<file path="config.mk">
export PLATFORM = sky130hd
export DESIGN_NAME = dual_capture_ctrl
export DESIGN_NICKNAME = d
export VERILOG_FILES = /design/src/rtl/dcc_pkg.sv /design/src/rtl/dcc_timer.sv /design/src/rtl/dcc_seq.sv /design/src/rtl/dcc_shifter.sv /design/src/rtl/dual_capture_ctrl.sv
export SDC_FILE = /design/constraint.sdc
export NUM_CORES = 1
export LEC_CHECK = 0
export BUFFER_PORTS_ARGS = -buffer_cell sky130_fd_sc_hd__buf_2
export CAP_MARGIN = 15
export CORE_MARGIN = 3
export CORE_UTILIZATION = 58
export CTS_CLUSTER_DIAMETER = 40
export DETAILED_ROUTE_END_ITERATION = 10
export PLACE_DENSITY = 0.79
export SETUP_SLACK_MARGIN = 0.3
export SLEW_MARGIN = 0
export SYNTH_ARGS = -nofsm -noshare
export SYNTH_HDL_FRONTEND = slang
export SYNTH_SLANG_ARGS = --single-unit
</file>
<file path="constraint.sdc">
create_clock -name clk -period 2.5 [get_ports clk]
set_input_delay 0.375 -clock clk [delete_from_list [all_inputs] [get_ports clk]]
set_output_delay 0.375 -clock clk [all_outputs]
set_load 0.02 [all_outputs]
</file>
<file path="src/rtl/dcc_pkg.sv">
package dcc_pkg;

  typedef enum logic [1:0] {
    SEQ_IDLE  = 2'd0,
    SEQ_HIGH  = 2'd1,
    SEQ_LOW   = 2'd2,
    SEQ_QUIET = 2'd3
  } seq_state_t;

  // Raise a setting to its floor value.
  function automatic int unsigned at_least(int unsigned v, int unsigned floor_v);
    return (v < floor_v) ? floor_v : v;
  endfunction

  // Falling edges in one frame.
  function automatic int unsigned edges_per_frame(bit single, int unsigned slot_w);
    return single ? slot_w : 2 * slot_w;
  endfunction

endpackage

</file>
<file path="src/rtl/dcc_timer.sv">
module dcc_timer #(
  parameter int CNT_W = 8
) (
  input  logic             clk,
  input  logic             rst_n,
  input  logic             load_i,
  input  logic [CNT_W-1:0] load_val_i,
  output logic             expire_o
);

  logic [CNT_W-1:0] cnt_q;

  always_ff @(posedge clk or negedge rst_n) begin
    if (!rst_n) begin
      cnt_q <= '0;
    end else if (load_i) begin
      cnt_q <= load_val_i;
    end else if (cnt_q != '0) begin
      cnt_q <= cnt_q - 1'b1;
    end
  end

  assign expire_o = (cnt_q == '0);

endmodule

</file>
<file path="src/rtl/dcc_seq.sv">
module dcc_seq
  import dcc_pkg::*;
#(
  parameter int SLOT_W    = 16,
  parameter int DIV_W     = 8,
  parameter int QUIET_W   = 8,
  parameter int MIN_HALF  = 2,
  parameter int MIN_QUIET = 4,
  localparam int CNT_W    = (DIV_W > QUIET_W) ? DIV_W : QUIET_W,
  localparam int EDGE_W   = $clog2(2 * SLOT_W + 1)
) (
  input  logic               clk,
  input  logic               rst_n,
  input  logic               start_i,
  input  logic [DIV_W-1:0]   half_i,
  input  logic [QUIET_W-1:0] quiet_i,
  input  logic               single_i,
  input  logic               expire_i,
  output logic               tmr_load_o,
  output logic [CNT_W-1:0]   tmr_val_o,
  output logic               sample_o,
  output logic               finish_o,
  output logic               single_q_o,
  output logic               cs_n_o,
  output logic               sclk_o
);

  seq_state_t         state_q;
  logic [EDGE_W-1:0]  edge_q;
  logic [EDGE_W-1:0]  edge_goal;
  logic [CNT_W-1:0]   half_q;
  logic [CNT_W-1:0]   quiet_q;
  logic               single_q;
  logic               accept;
  logic               high_end;
  logic               low_end;
  logic               quiet_end;
  logic [CNT_W-1:0]   half_new;
  logic [CNT_W-1:0]   quiet_new;

  function automatic logic [CNT_W-1:0] half_len(logic [DIV_W-1:0] d);
    return CNT_W'(at_least(32'(d), MIN_HALF) - 1);
  endfunction

  function automatic logic [CNT_W-1:0] quiet_len(logic [QUIET_W-1:0] q);
    return CNT_W'(at_least(32'(q), MIN_QUIET) - 1);
  endfunction

  assign half_new  = half_len(half_i);
  assign quiet_new = quiet_len(quiet_i);
  assign edge_goal = EDGE_W'(edges_per_frame(single_q, SLOT_W));

  // Named events
  assign accept    = (state_q == SEQ_IDLE) && start_i;
  assign high_end  = (state_q == SEQ_HIGH) && expire_i;
  assign low_end   = (state_q == SEQ_LOW) && expire_i;
  assign quiet_end = (state_q == SEQ_QUIET) && expire_i;
  assign sample_o  = high_end && (edge_q != edge_goal);
  assign finish_o  = high_end && (edge_q == edge_goal);

  always_ff @(posedge clk or negedge rst_n) begin
    if (!rst_n) begin
      state_q  <= SEQ_IDLE;
      edge_q   <= '0;
      half_q   <= '0;
      quiet_q  <= '0;
      single_q <= 1'b0;
    end else begin
      unique case (state_q)
        SEQ_IDLE: if (accept) begin
          state_q  <= SEQ_HIGH;
          edge_q   <= '0;
          half_q   <= half_new;
          quiet_q  <= quiet_new;
          single_q <= single_i;
        end
        SEQ_HIGH: if (finish_o) begin
          state_q <= SEQ_QUIET;
        end else if (sample_o) begin
          state_q <= SEQ_LOW;
          edge_q  <= edge_q + 1'b1;
        end
        SEQ_LOW:   if (low_end)   state_q <= SEQ_HIGH;
        SEQ_QUIET: if (quiet_end) state_q <= SEQ_IDLE;
        default:   state_q <= SEQ_IDLE;
      endcase
    end
  end

  always_comb begin
    tmr_load_o = accept || high_end || low_end;
    if (accept)        tmr_val_o = half_new;
    else if (finish_o) tmr_val_o = quiet_q;
    else               tmr_val_o = half_q;
  end

  assign single_q_o = single_q;
  assign cs_n_o     = (state_q == SEQ_IDLE) || (state_q == SEQ_QUIET);
  assign sclk_o     = (state_q != SEQ_LOW);

  p_clk_idles_high_r3: assert property (@(posedge clk) disable iff (!rst_n)
    cs_n_o |-> sclk_o);

  p_setup_before_edge_r2: assert property (@(posedge clk) disable iff (!rst_n)
    $fell(cs_n_o) |=> (sclk_o && !cs_n_o));

  p_edge_bound_r3: assert property (@(posedge clk) disable iff (!rst_n)
    edge_q <= edge_goal);

  p_low_min_r11: assert property (@(posedge clk) disable iff (!rst_n)
    $fell(sclk_o) |=> !sclk_o);

  p_busy_keeps_mode_r10: assert property (@(posedge clk) disable iff (!rst_n)
    (!cs_n_o && start_i) |=> $stable(single_q));

endmodule

</file>
<file path="src/rtl/dcc_shifter.sv">
module dcc_shifter #(
  parameter int DATA_W = 12,
  parameter int SLOT_W = 16,
  localparam int FRAME_W = 2 * SLOT_W,
  localparam int GUARD   = (SLOT_W - DATA_W) / 2
) (
  input  logic              clk,
  input  logic              rst_n,
  input  logic              sample_i,
  input  logic              finish_i,
  input  logic              single_i,
  input  logic              sdata_i,
  output logic [DATA_W-1:0] res_a_o,
  output logic [DATA_W-1:0] res_b_o,
  output logic              done_o,
  output logic              frame_err_o
);

  logic [FRAME_W-1:0] sh_q;
  logic [SLOT_W-1:0]  slot_first;
  logic [SLOT_W-1:0]  slot_second;

  function automatic logic [DATA_W-1:0] payload(logic [SLOT_W-1:0] s);
    return s[SLOT_W-GUARD-1 -: DATA_W];
  endfunction

  function automatic logic guard_bad(logic [SLOT_W-1:0] s);
    return (|s[SLOT_W-1 -: GUARD]) || (|s[GUARD-1:0]);
  endfunction

  // Single mode: only the low half of the register has been filled.
  assign slot_first  = single_i ? sh_q[SLOT_W-1:0] : sh_q[FRAME_W-1:SLOT_W];
  assign slot_second = sh_q[SLOT_W-1:0];

  always_ff @(posedge clk or negedge rst_n) begin
    if (!rst_n) begin
      sh_q        <= '0;
      res_a_o     <= '0;
      res_b_o     <= '0;
      done_o      <= 1'b0;
      frame_err_o <= 1'b0;
    end else begin
      done_o <= finish_i;
      if (sample_i) sh_q <= {sh_q[FRAME_W-2:0], sdata_i};
      if (finish_i) begin
        res_a_o <= payload(slot_first);
        if (!single_i) res_b_o <= payload(slot_second);
        frame_err_o <= guard_bad(slot_first) || (!single_i && guard_bad(slot_second));
      end
    end
  end

  p_single_keeps_b_r8: assert property (@(posedge clk) disable iff (!rst_n)
    (finish_i && single_i) |=> $stable(res_b_o));

  p_err_moves_on_done_r7: assert property (@(posedge clk) disable iff (!rst_n)
    !$stable(frame_err_o) |-> done_o);

endmodule

</file>
<file path="src/rtl/dual_capture_ctrl.sv">
module dual_capture_ctrl #(
  parameter int DATA_W    = 12,
  parameter int SLOT_W    = 16,
  parameter int DIV_W     = 8,
  parameter int QUIET_W   = 8,
  parameter int MIN_HALF  = 2,
  parameter int MIN_QUIET = 4,
  localparam int CNT_W    = (DIV_W > QUIET_W) ? DIV_W : QUIET_W
) (
  input  logic               clk,
  input  logic               rst_n,
  input  logic               start_i,
  input  logic [DIV_W-1:0]   half_i,
  input  logic [QUIET_W-1:0] quiet_i,
  input  logic               single_i,
  input  logic               sdata_i,
  output logic               cs_n_o,
  output logic               sclk_o,
  output logic [DATA_W-1:0]  res_a_o,
  output logic [DATA_W-1:0]  res_b_o,
  output logic               done_o,
  output logic               frame_err_o
);

  logic             tmr_load;
  logic [CNT_W-1:0] tmr_val;
  logic             tmr_expire;
  logic             sample_ev;
  logic             finish_ev;
  logic             single_q;

  dcc_seq #(
    .SLOT_W(SLOT_W), .DIV_W(DIV_W), .QUIET_W(QUIET_W),
    .MIN_HALF(MIN_HALF), .MIN_QUIET(MIN_QUIET)
  ) u_seq (
    .clk(clk), .rst_n(rst_n), .start_i(start_i), .half_i(half_i),
    .quiet_i(quiet_i), .single_i(single_i), .expire_i(tmr_expire),
    .tmr_load_o(tmr_load), .tmr_val_o(tmr_val), .sample_o(sample_ev),
    .finish_o(finish_ev), .single_q_o(single_q), .cs_n_o(cs_n_o),
    .sclk_o(sclk_o)
  );

  dcc_timer #(.CNT_W(CNT_W)) u_timer (
    .clk(clk), .rst_n(rst_n), .load_i(tmr_load), .load_val_i(tmr_val),
    .expire_o(tmr_expire)
  );

  dcc_shifter #(.DATA_W(DATA_W), .SLOT_W(SLOT_W)) u_shift (
    .clk(clk), .rst_n(rst_n), .sample_i(sample_ev), .finish_i(finish_ev),
    .single_i(single_q), .sdata_i(sdata_i), .res_a_o(res_a_o),
    .res_b_o(res_b_o), .done_o(done_o), .frame_err_o(frame_err_o)
  );

  p_done_at_cs_rise_r6: assert property (@(posedge clk) disable iff (!rst_n)
    done_o |-> $rose(cs_n_o));

  p_sample_only_framed_r4: assert property (@(posedge clk) disable iff (!rst_n)
    sample_ev |-> (!cs_n_o && sclk_o));

endmodule

</file>
==> results of run 1 <==
## flip-flops by register name, summed over array words and instances (netlist names)
name	count
u_seq.edge_q	6
u_shift.frame_err_o	1
u_timer.cnt_q	8
u_shift.done_o	1
u_seq.quiet_q	8
u_seq.state_q	2
u_shift.sh_q	32
u_seq.half_q	8
u_shift.res_b_o	12
u_shift.res_a_o	12
u_seq.single_q_o	1
## power groups by stage
stage                     Clock [mW]  Sequential (mW)  Combinational [mW]
after floorplan                    0             1.50              0.0214
after global placement             0             1.50              0.0841
after detailed placement           0             1.50              0.0856
after CTS                      0.975             1.47              0.0864
after global routing            1.04             1.47              0.0962
final                          0.959             1.47              0.0834
## final timing paths
check / start / endpoint / slack, ns
worst min-delay path: rst_n / u_seq.state_q[1] / 0.04
min in group clk: quiet_i[0] / u_seq.quiet_q[0] / 0.22
worst max-delay path: quiet_i[6] / u_seq.quiet_q[6] / 0.39
worst min register to register: u_seq.half_q[1] / u_seq.half_q[1] / 0.49
worst max register to register: u_timer.cnt_q[1] / u_shift.res_b_o[2] / 0.40
max in group asynchronous: rst_n / u_timer.cnt_q[7] / 2.09
## critical path, cell delays in order
cell	delay [ns]
buf_2	0.11
or4_4	0.53
or3_4	0.35
nand2_1	0.08
ha_1	0.16
o211ai_1	0.10
or4_1	0.42
xor2_1	0.16
o21ai_1	0.11
## stage by stage
stage	utilization, %	instances
after floorplan	-	385
after global placement	67.5	527
after detailed placement	67.5	527
after CTS	70.8	545
after global routing	71.2	547
final	71.2	547
## cell type report
type                            instances  area [um^2]  area share [%]
Clock buffer                           10          138            2.77
Clock inverter                          6         53.8            1.08
Inverter                               13         50.0            1.01
Multi-Input combinational cell        264         1910            38.4
Sequential cell                        91         2280            45.8
Tap cell                               96          120            2.42
Timing Repair Buffer                   67          423            8.51
## layer usage
layer  routed length (um)  track usage [%]  vias to the layer above
met5                    0                0                        -
met4                  150             8.04                        0
met3                  208             3.04                       11
met2                 3910             33.1                       50
met1                 3990             30.3                     1504
li1                     -                -                     1487
## timing repair
action / CTS / global route
resized for setup: 2 / 2
setup endpoints to repair: 16 / 43
hold buffers: 0 / 0
buffers inserted: 2 / 2
pin swaps: 2 / 1
## synthesized netlist by cell type (3+ instances only)
master,count,area share [%]
a21oi_1,6,0.70
a31oi_1,3,0.44
buf_2,3,0.35
buf_4,4,0.70
clkbuf_1,7,0.61
dfrtp_1,91,53
ha_1,9,2.6
inv_1,12,1.0
mux2_1,36,9.4
mux2_2,9,2.4
mux2i_1,17,4.0
nand2_1,42,3.7
nand3_1,10,1.2
nor2_1,27,2.4
nor3_1,9,1.0
nor3b_1,3,0.52
nor4_1,7,1.0
o211ai_1,3,0.52
o21a_1,3,0.52
o21ai_0,14,1.6
o21ai_1,16,1.9
xnor2_1,8,1.6
xor2_1,6,1.2
## logic make-up (layout without fill, tap and decap cells)
kind of cell,Yosys count,after routing,synth area share [%]
xor gates and xnor gates,14,14,2.85
muxes,62,62,15.8
and+or+nand+nor,117,117,13.3
DFF,91,91,53.0
AOI/OAI and AO/OA,62,62,9.00
adders and majority gates,9,9,2.62
buffers and inverters,30,96,3.44
==> summary.md, run 1 <==
| Metric | Value |
|---|---|
| Final setup vio count | `0` |
| Worst hold slack | `0.0368 ns` |
| Max-slew violations | `0` |
| Die area | `0.00848 mm^2` |
| Max Clk Rate | `474 MHz` |
| Worst slew pin tran | `0.551 ns` |
| Hold Crit Class | `in2async` |
| Share of layout cells above drive strength 1 | `23.3%` |
| Final setup margin | `0.390 ns` |
| Starting density of the core | `61.5%` |
| Sw Share | `24.1%` |
| Synthesis-to-layout area growth | `15.7%` |
| Leak | `2.42 nW` |
| Status | `finished, final reports clean` |
| DRT antenna net count | `0` |
| Antenna violations before repair | `0` |
| Clock sink total | `91` |
| Detailed router's first-iteration violation count | `124` |
| Post-Syn Area | `0.00430 mm^2` |
| NumNets Final | `476` |
| DRC errors left | `0` |
| Synth Area per Inst | `11.2 um^2` |
| WS Path Type | `in2reg` |
| Input/output buffers | `48` |
| Final worst path period need | `2.11 ns` |
| Ports | `49` |
| Maximum vdd drop | `0.000410 V` |
| Clock H-tree levels | `3` |
| RSZ-0062 raised after global routing | `true` |
| Crit. End Element | `flip-flop` |
| Clock power frac | `38.2%` |
| First-pass GRT wire length | `14.4 mm` |
| Max_slew headroom | `62.8%` |
| Clk_lat worst skew | `0.36 ns` |
| Worst path required time | `2.79 ns` |
| # rows | `30` |
| Async set-reset flop share out of synthesis | `100%` |
| Gate power share | `3.3%` |
| WL per Instance | `15.1 um` |
| Seq pwr share | `58.5%` |
| DRT Pass-1 Iters | `4` |
| Reg2Reg Depth | `8` |
| Via count | `3,052` |
| Die W | `92.1 um` |
| Max Buffers Root-to-Sink | `2` |
| Placeable Area | `0.00698 mm^2` |
| Net switching power | `604 uW` |
| Vias in the first global route | `3,038` |
| Max Cap Violations | `0` |
| Placed instance area | `0.00472 mm^2` |
| Tot Pwr | `2.51 mW` |
| CTS Buf Count | `9` |
| Cell Int Power | `1.91 mW` |
| Pre-CTS WS | `0.0183 ns` |
| Die height | `92.1 um` |
| EDFF count, synth | `0` |
| Pwr/cell area | `505 mW/mm^2` |
| Arrival time worst endpoint | `2.40 ns` |
| Syn_nets | `415` |
| Ys flop type | `dfrtp_1` |
| Critical-path maximum fanout | `3` |
| Fin area | `0.00497 mm^2` |
| Syn Inst Count | `385` |
| Final period utilization | `84.4%` |
| Largest net degree at the start of global routing | `92` |
| Total routed wirelength | `8.26 mm` |
| FF+latch count, synth | `91` |
| Clock transition at path regs | `0.09 ns` |
| Synth warn | `0` |
| Fin. Hold Viols | `0` |
| Seq/Total Area, Yosys | `53.0%` |
| Critical Path Source Type | `input pin` |
| Diode count | `0` |
| Most frequent cells in the layout | `91 x dfrtp_1, 47 x buf_2, 42 x nand2_1` |
| Fillers | `554` |
| GR Overflow Total | `0` |
| Gr usage total | `21.2%` |
| Layout Skew | `0.0130 ns` |
| Setup_tns | `0 ns` |
| CTS root buffer | `clkbuf_8` |
| Placer Congestion | `0.812` |
| Netlist cell types | `55` |
| Commonest non-fill, non-tap cell in the layout | `dfrtp_1` |
| Hpwl dp | `5.88 mm` |
| TritonCTS clock tree | `done` |
| Post-DR vias/cell | `5.58` |
(Power assumes the default switching activity.)
==> inputs of run 2 (changes only) <==
--- a/config.mk
+++ b/config.mk
@@ -8,10 +8,10 @@
 export BUFFER_PORTS_ARGS = -buffer_cell sky130_fd_sc_hd__buf_2
 export CAP_MARGIN = 15
 export CORE_MARGIN = 3
-export CORE_UTILIZATION = 58
+export CORE_UTILIZATION = 52
 export CTS_CLUSTER_DIAMETER = 40
 export DETAILED_ROUTE_END_ITERATION = 10
-export PLACE_DENSITY = 0.79
+export PLACE_DENSITY = 0.75
 export SETUP_SLACK_MARGIN = 0.3
 export SLEW_MARGIN = 0
 export SYNTH_ARGS = -nofsm -noshare
==> constraint.sdc (replaced) <==
create_clock -name clk -period 1.7 [get_ports clk]
set_input_delay 0.255 -clock clk [delete_from_list [all_inputs] [get_ports clk]]
set_output_delay 0.255 -clock clk [all_outputs]
set_load 0.02 [all_outputs]
==> summary.md, run 2 (same netlist as run 1, synthesis figures left out) <==
| Metric | Value |
|---|---|
| # rows | `32 (was 30)` |
| Placed instance area | `0.00546 mm^2 (was 0.00472 mm^2)` |
| Crit. End Element | `flip-flop (unchanged)` |
| Fin. Hold Viols | `0 (unchanged)` |
| Leak | `3.08 nW (was 2.42 nW)` |
| Synthesis-to-layout area growth | `57.5% (was 15.7%)` |
| WL per Instance | `24.3 um (was 15.1 um)` |
| Via count | `3,998 (was 3,052)` |
| Total routed wirelength | `15.6 mm (was 8.26 mm)` |
| Final worst path period need | `2.11 ns` |
| Max-slew violations | `0 (unchanged)` |
| WS Path Type | `reg2reg (was in2reg)` |
| Fillers | `322 (was 554)` |
| Gate power share | `5.4% (was 3.3%)` |
| Largest registers | `u_shift.sh_q x32, u_shift.res_a_o x12, u_shift.res_b_o x12 (unchanged)` |
| Pwr/cell area | `557 mW/mm^2 (was 505 mW/mm^2)` |
| RSZ-0062 raised after global routing | `true (unchanged)` |
| Detailed router's first-iteration violation count | `290 (was 124)` |
| Clock H-tree levels | `3 (unchanged)` |
| Die height | `96.9 um (was 92.1 um)` |
| Worst hold slack | `0.115 ns (was 0.0368 ns)` |
| Worst slew pin tran | `0.571 ns (was 0.551 ns)` |
| Max_slew headroom | `61.5% (was 62.8%)` |
| Post-DR vias/cell | `6.25 (was 5.58)` |
| Placer Congestion | `0.866 (was 0.812)` |
| Ports | `49 (unchanged)` |
| Largest net degree at the start of global routing | `36 (was 92)` |
| Placeable Area | `0.00789 mm^2 (was 0.00698 mm^2)` |
| Clock transition at path regs | `0.10 ns (was 0.09 ns)` |
| Hold Crit Class | `in2reg (was in2async)` |
| CTS Buf Count | `9 (unchanged)` |
| Gr usage total | `27.7% (was 21.2%)` |
| Input/output buffers | `48 (unchanged)` |
| Final period utilization | `124%` |
| Die W | `96.9 um (was 92.1 um)` |
| Top reg by flops | `u_shift.sh_q (unchanged)` |
| Max Cap Violations | `0 (unchanged)` |
| Status | `complete, but fails checks (was finished, final reports clean)` |
| Max reg flops | `32 (unchanged)` |
| Worst path required time | `1.94 ns (was 2.79 ns)` |
| Final core utilization | `85.8% (was 71.2%)` |
| DRT Pass-1 Iters | `7 (was 4)` |
| Final setup margin | `-0.407 ns (was 0.390 ns)` |
| Arrival time worst endpoint | `2.35 ns (was 2.40 ns)` |
| Commonest non-fill, non-tap cell in the layout | `dfrtp_1 (unchanged)` |
| TritonCTS clock tree | `done (unchanged)` |
| Max Buffers Root-to-Sink | `2 (unchanged)` |
| Net switching power | `986 uW (was 604 uW)` |
| Die area | `0.00939 mm^2 (was 0.00848 mm^2)` |
| Violated checks | `negative setup slack` |
| Starting density of the core | `54.5% (was 61.5%)` |
| CTS root buffer | `clkbuf_8 (unchanged)` |
| GR Overflow Total | `0 (unchanged)` |
| Clk_lat worst skew | `0.36 ns (about the same)` |
| Cell Int Power | `2.79 mW (was 1.91 mW)` |
| Antenna violations before repair | `0 (unchanged)` |
| Critical Path Source Type | `flip-flop (was input pin)` |
| Most frequent cells in the layout | `91 x dfrtp_1, 65 x buf_4, 45 x mux2_4 (was 91 x dfrtp_1, 47 x buf_2, 42 x nand2_1)` |
| Vias in the first global route | `3,933 (was 3,038)` |
| Maximum vdd drop | `0.000505 V (was 0.000410 V)` |
| Max Clk Rate | `475 MHz` |
| Seq pwr share | `57.3% (was 58.5%)` |
| Layout Skew | `0.0134 ns (was 0.0130 ns)` |
| Share of layout cells above drive strength 1 | `57.2% (was 23.3%)` |
| Placed cells | `588 (was 527)` |
| Sw Share | `26.1% (was 24.1%)` |
| DRC errors left | `0 (unchanged)` |
| Clock sink total | `91 (unchanged)` |
| Clock power frac | `37.3% (was 38.2%)` |
| Hpwl dp | `7.44 mm (was 5.88 mm)` |
| First-pass GRT wire length | `20.7 mm (was 14.4 mm)` |
| Critical-path maximum fanout | `6 (was 3)` |
| Fin area | `0.00677 mm^2 (was 0.00497 mm^2)` |
| Finished Layout Cells | `640 (was 547)` |
| Final setup vio count | `75 (was 0)` |
| NumNets Final | `563 (was 476)` |
| DRT antenna net count | `0 (unchanged)` |
run 2: cell count changes in the layout (fill, tap and decap cells not counted), sizes merged:
cell,delta
dlygate4sd3,+1
diode,+1
clkinv,-1
inv,-2
buf,+84
clkbuf,+1
clkinvlp,+3
run 2: layout make-up:
type,instances,area (um^2),area share (%)
clock buffer,9,124,1.83
clock inverter,6,50.0,0.740
multi-input combinational,264,2690,39.7
inverter,13,66.3,0.980
antenna,1,2.50,0.0370
sequential,91,2280,33.6
timing repair buffer,154,1430,21.1
tap,102,128,1.89
run 2: metrics by stage:
stage / total power, mW / worst slack, ns / TNS [ns]
after global routing: 3.87 / -0.487 / -30.24
after global placement: 2.36 / -0.599 / -14.62
after floorplan: 2.24 / -0.509 / -23.01
after CTS: 3.69 / -0.278 / -16.94
final: 3.77 / -0.407 / -25.03
after detailed placement: 2.37 / -0.658 / -16.85
run 2: metal layers:
metal	track usage (%)	vias to the layer above	share of wire (%)
li1	-	1674	-
met1	34.1	2006	38
met2	47.5	237	50
met3	5.05	81	6.0
met4	12.4	0	5.6
met5	0	-	0
run 2: timing repair:
action,4_1_cts,5_1_grt
resized for setup,112,59
hold buffers,1,0
hold endpoints to repair,30,0
pin swaps,34,15
endpoints found under the setup margin,91,93
gates cloned,5,2
buffers inserted,23,5
run 2: path summary, 6_finish.rpt:
check / start / endpoint / slack [ns] / cells after the start
max in group asynchronous: rst_n / u_seq.half_q[1] / 0.74 / 3
worst min register to register: u_shift.frame_err_o / u_shift.frame_err_o / 0.50 / 1
worst max-delay path: u_timer.cnt_q[1] / u_shift.sh_q[15] / -0.41 / 10
min in group asynchronous: rst_n / u_shift.res_b_o[1] / 0.39 / 2
worst max register to register: u_timer.cnt_q[1] / u_shift.sh_q[15] / -0.41 / 10
worst min-delay path: sdata_i / u_shift.sh_q[0] / 0.11 / 2
run 2: power by group through the flow:
stage	sequential [mW]	clock [mW]	combinational, mW
2_1_floorplan	2.21	0	0.0341
3_3_place_gp	2.21	0	0.157
3_5_place_dp	2.21	0	0.164
4_1_cts	2.16	1.35	0.177
5_1_grt	2.16	1.49	0.219
6_report	2.16	1.41	0.202
run 2: critical path, stage by stage, from the launching register on:
cell and delay [ns]:
dfrtp_1 0.41, inv_2 0.10, ha_4 0.15, buf_6 0.09
buf_6 0.08, nor3b_4 0.24, nand3_4 0.13, nor2_4 0.19
buf_6 0.17, buf_12 0.14, mux2_4 0.30
==> inputs of run 3 (changes only) <==
--- a/config.mk
+++ b/config.mk
@@ -8,10 +8,10 @@
 export BUFFER_PORTS_ARGS = -buffer_cell sky130_fd_sc_hd__buf_2
 export CAP_MARGIN = 15
 export CORE_MARGIN = 3
-export CORE_UTILIZATION = 52
+export CORE_UTILIZATION = 60
 export CTS_CLUSTER_DIAMETER = 40
 export DETAILED_ROUTE_END_ITERATION = 10
-export PLACE_DENSITY = 0.75
+export PLACE_DENSITY = 0.82
 export SETUP_SLACK_MARGIN = 0.3
 export SLEW_MARGIN = 0
 export SYNTH_ARGS = -nofsm -noshare
==> constraint.sdc (replaced) <==
create_clock -name clk -period 2.6 [get_ports clk]
set_input_delay 0.39 -clock clk [delete_from_list [all_inputs] [get_ports clk]]
set_output_delay 0.39 -clock clk [all_outputs]
set_load 0.02 [all_outputs]
==> summary.md, run 3 (same netlist as run 1, synthesis figures left out) <==
| Metric | Value |
|---|---|
| Worst hold slack | `0.0196 ns (was 0.115 ns)` |
| Max reg flops | `32 (unchanged)` |
| Critical Path Source | `u_timer.cnt_q[0] (was u_timer.cnt_q[1])` |
| Finished Layout Cells | `542 (was 640)` |
| Commonest non-fill, non-tap cell in the layout | `dfrtp_1 (unchanged)` |
| Worst slew pin tran | `0.667 ns (was 0.571 ns)` |
| Clock sink total | `91 (unchanged)` |
| Via count | `3,106 (was 3,998)` |
| Total routed wirelength | `8.61 mm (was 15.6 mm)` |
| Maximum vdd drop | `0.000296 V (was 0.000505 V)` |
| Clock power frac | `38.2% (was 37.3%)` |
| Die W | `90.6 um (was 96.9 um)` |
| Fillers | `480 (was 322)` |
| Max_slew headroom | `55.5% (was 61.5%)` |
| Crit. End Element | `flip-flop (unchanged)` |
| Worst path required time | `2.85 ns (was 1.94 ns)` |
| CP Cell Sequence | `inv_1 > ha_4 > or3b_4 > nor2_4 > nand3_4 > nor2_4 > buf_4 > mux2_1 (was inv_2 > ha_4 > buf_6 > buf_6 > nor3b_4 > nand3_4 > nor2_4 > buf_6 > buf_12 > mux2_4)` |
| Synthesis-to-layout area growth | `14.6% (was 57.5%)` |
| Max Clk Rate | `447 MHz (was 475 MHz)` |
| RSZ-0062 raised after global routing | `false (was true)` |
| Max Buffers Root-to-Sink | `2 (unchanged)` |
| Clock transition at path regs | `0.10 ns (about the same)` |
| Placer Congestion | `0.901 (was 0.866)` |
| Top reg by flops | `u_shift.sh_q (unchanged)` |
| Clk_lat worst skew | `0.36 ns (about the same)` |
| Register Area | `0.00228 mm^2 (unchanged)` |
| Hpwl dp | `6.01 mm (was 7.44 mm)` |
| DRC errors left | `0 (unchanged)` |
| Critical Path Source Type | `flip-flop (unchanged)` |
| Ports | `49 (unchanged)` |
| CTS Buf Count | `9 (unchanged)` |
| Pre-CTS WS | `0.00563 ns (was -0.658 ns)` |
| Placed cells | `524 (was 588)` |
| Net switching power | `605 uW (was 986 uW)` |
| Seq pwr share | `58.5% (was 57.3%)` |
| First-pass GRT wire length | `14.5 mm (was 20.7 mm)` |
| Largest net degree at the start of global routing | `50 (was 36)` |
| CTS root buffer | `clkbuf_8 (unchanged)` |
| Max Cap Violations | `0 (unchanged)` |
| # rows | `30 (was 32)` |
| Setup_tns | `0 ns (was -25.03 ns)` |
| Cell Int Power | `1.81 mW (was 2.79 mW)` |
| Max stage delay on crit path | `0.42 ns (was 0.41 ns)` |
| Layout Skew | `0.0109 ns (was 0.0134 ns)` |
| Gr usage total | `21.7% (was 27.7%)` |
| Fin. Hold Viols | `0 (unchanged)` |
| Antenna violations before repair | `0 (unchanged)` |
| Leak | `2.39 nW (was 3.08 nW)` |
| Pwr/cell area | `490 mW/mm^2 (was 557 mW/mm^2)` |
| DRT Pass-1 Iters | `5 (was 7)` |
| Hold Crit Class | `in2async (was in2reg)` |
| NumNets Final | `471 (was 563)` |
| Final worst path period need | `2.23 ns (was 2.11 ns)` |
| Status | `finished, final reports clean (was complete, but fails checks)` |
| Final setup vio count | `0 (was 75)` |
| Max-slew violations | `0 (unchanged)` |
| Multi-input gate area | `0.00193 mm^2 (was 0.00269 mm^2)` |
| Final setup margin | `0.365 ns (was -0.407 ns)` |
| DRT antenna net count | `0 (unchanged)` |
| Input/output buffers | `48 (unchanged)` |
| Diode count | `0 (was 1)` |
| TritonCTS clock tree | `done (unchanged)` |
| Share of layout cells above drive strength 1 | `22.9% (was 57.2%)` |
| Post-DR vias/cell | `5.73 (was 6.25)` |
| CP most frequent cell | `nor2_4 (was buf_6)` |
| Arrival time worst endpoint | `2.49 ns (was 2.35 ns)` |
| Most frequent cells in the layout | `91 x dfrtp_1, 47 x buf_2, 42 x nand2_1 (was 91 x dfrtp_1, 65 x buf_4, 45 x mux2_4)` |
| Clock H-tree levels | `3 (unchanged)` |
| WL per Instance | `15.9 um (was 24.3 um)` |
| Sw Share | `25.0% (was 26.1%)` |
| Final period utilization | `86.0% (was 124%)` |
| Die area | `0.00821 mm^2 (was 0.00939 mm^2)` |
| Die height | `90.6 um (was 96.9 um)` |
| Reg2reg start | `u_timer.cnt_q[0] (was u_timer.cnt_q[1])` |
| Detailed router's first-iteration violation count | `184 (was 290)` |
| WS Path Type | `reg2reg (unchanged)` |
| Largest registers | `u_shift.sh_q x32, u_shift.res_a_o x12, u_shift.res_b_o x12 (unchanged)` |
| GR Overflow Total | `0 (unchanged)` |
| Critical-path maximum fanout | `7 (was 6)` |
| Placeable Area | `0.00687 mm^2 (was 0.00789 mm^2)` |
| Crit-path slowest cell | `dfrtp_1 (unchanged)` |
| Starting density of the core | `62.6% (was 54.5%)` |
| Gate power share | `3.3% (was 5.4%)` |
| Vias in the first global route | `3,054 (was 3,933)` |
==> run 3: path summary, 6_finish.rpt <==
path	endpoint	slack, ns	cells after the start
worst max register to register	u_shift.res_b_o[11]	0.37	8
min in group clk	u_seq.quiet_q[0]	0.24	2
worst min-delay path	u_shift.sh_q[4]	0.02	1
max in group asynchronous	u_shift.frame_err_o	1.93	2
worst min register to register	u_shift.res_a_o[4]	0.49	2
worst max-delay path	u_shift.res_b_o[11]	0.37	8
==> run 3: worst max-delay path: cells and delay by family, from the launching register on <==
kind	cells	cell delay, ns
flip-flops	1	0.42
multiplexers	1	0.33
buffers and inverters	2	0.31
adder cells (fa/ha/maj)	1	0.18
AND/OR/NAND/NOR	4	0.88
==> run 3: power by group through the flow <==
stage / logic (mW) / clock network (mW) / registers (mW)
final: 0.0797 / 0.921 / 1.41
after global routing: 0.0913 / 0.992 / 1.41
after CTS: 0.0814 / 0.941 / 1.41
after detailed placement: 0.0811 / 0 / 1.44
after global placement: 0.0777 / 0 / 1.44
after floorplan: 0.0206 / 0 / 1.44
==> run 3: final cells by class <==
| class | instances | area share [%] |
|---|---|---|
| inverters | 13 | 1.02 |
| clock inverters | 7 | 1.40 |
| multi-input cells | 264 | 39.1 |
| flip-flops and latches | 91 | 46.2 |
| clock buffers | 9 | 2.51 |
| repair buffers | 62 | 7.32 |
| well taps | 96 | 2.44 |
==> run 3: routing by layer <==
layer | up-vias | global-route usage (%) | wire (um)
met1 | 1523 | 29.8 | 3950
met2 | 92 | 34.4 | 4160
li1 | 1479 | - | -
met5 | - | 0 | 0
met4 | 0 | 9.06 | 87
met3 | 12 | 3.67 | 416
==> run 3: through the flow <==
| step | cell area (um^2) | total power [mW] | util (%) |
|---|---|---|---|
| final | 4930 | 2.42 | 71.7 |
| after global routing | 4930 | 2.50 | 71.7 |
| after CTS | 4890 | 2.44 | 71.2 |
| after detailed placement | 4680 | 1.52 | 68.1 |
| after global placement | 4680 | 1.52 | 68.1 |
| after floorplan | 4310 | 1.46 | - |
==> run 3: what timing repair did <==
| item | CTS | global route |
|---|---|---|
| resized for setup | 3 | 5 |
| setup endpoints to repair | 19 | 46 |
| hold buffers | 0 | 0 |
| hold endpoints to repair | 0 | 0 |
| setup buffers | 1 | 1 |
| pin swaps | 1 | 0 |
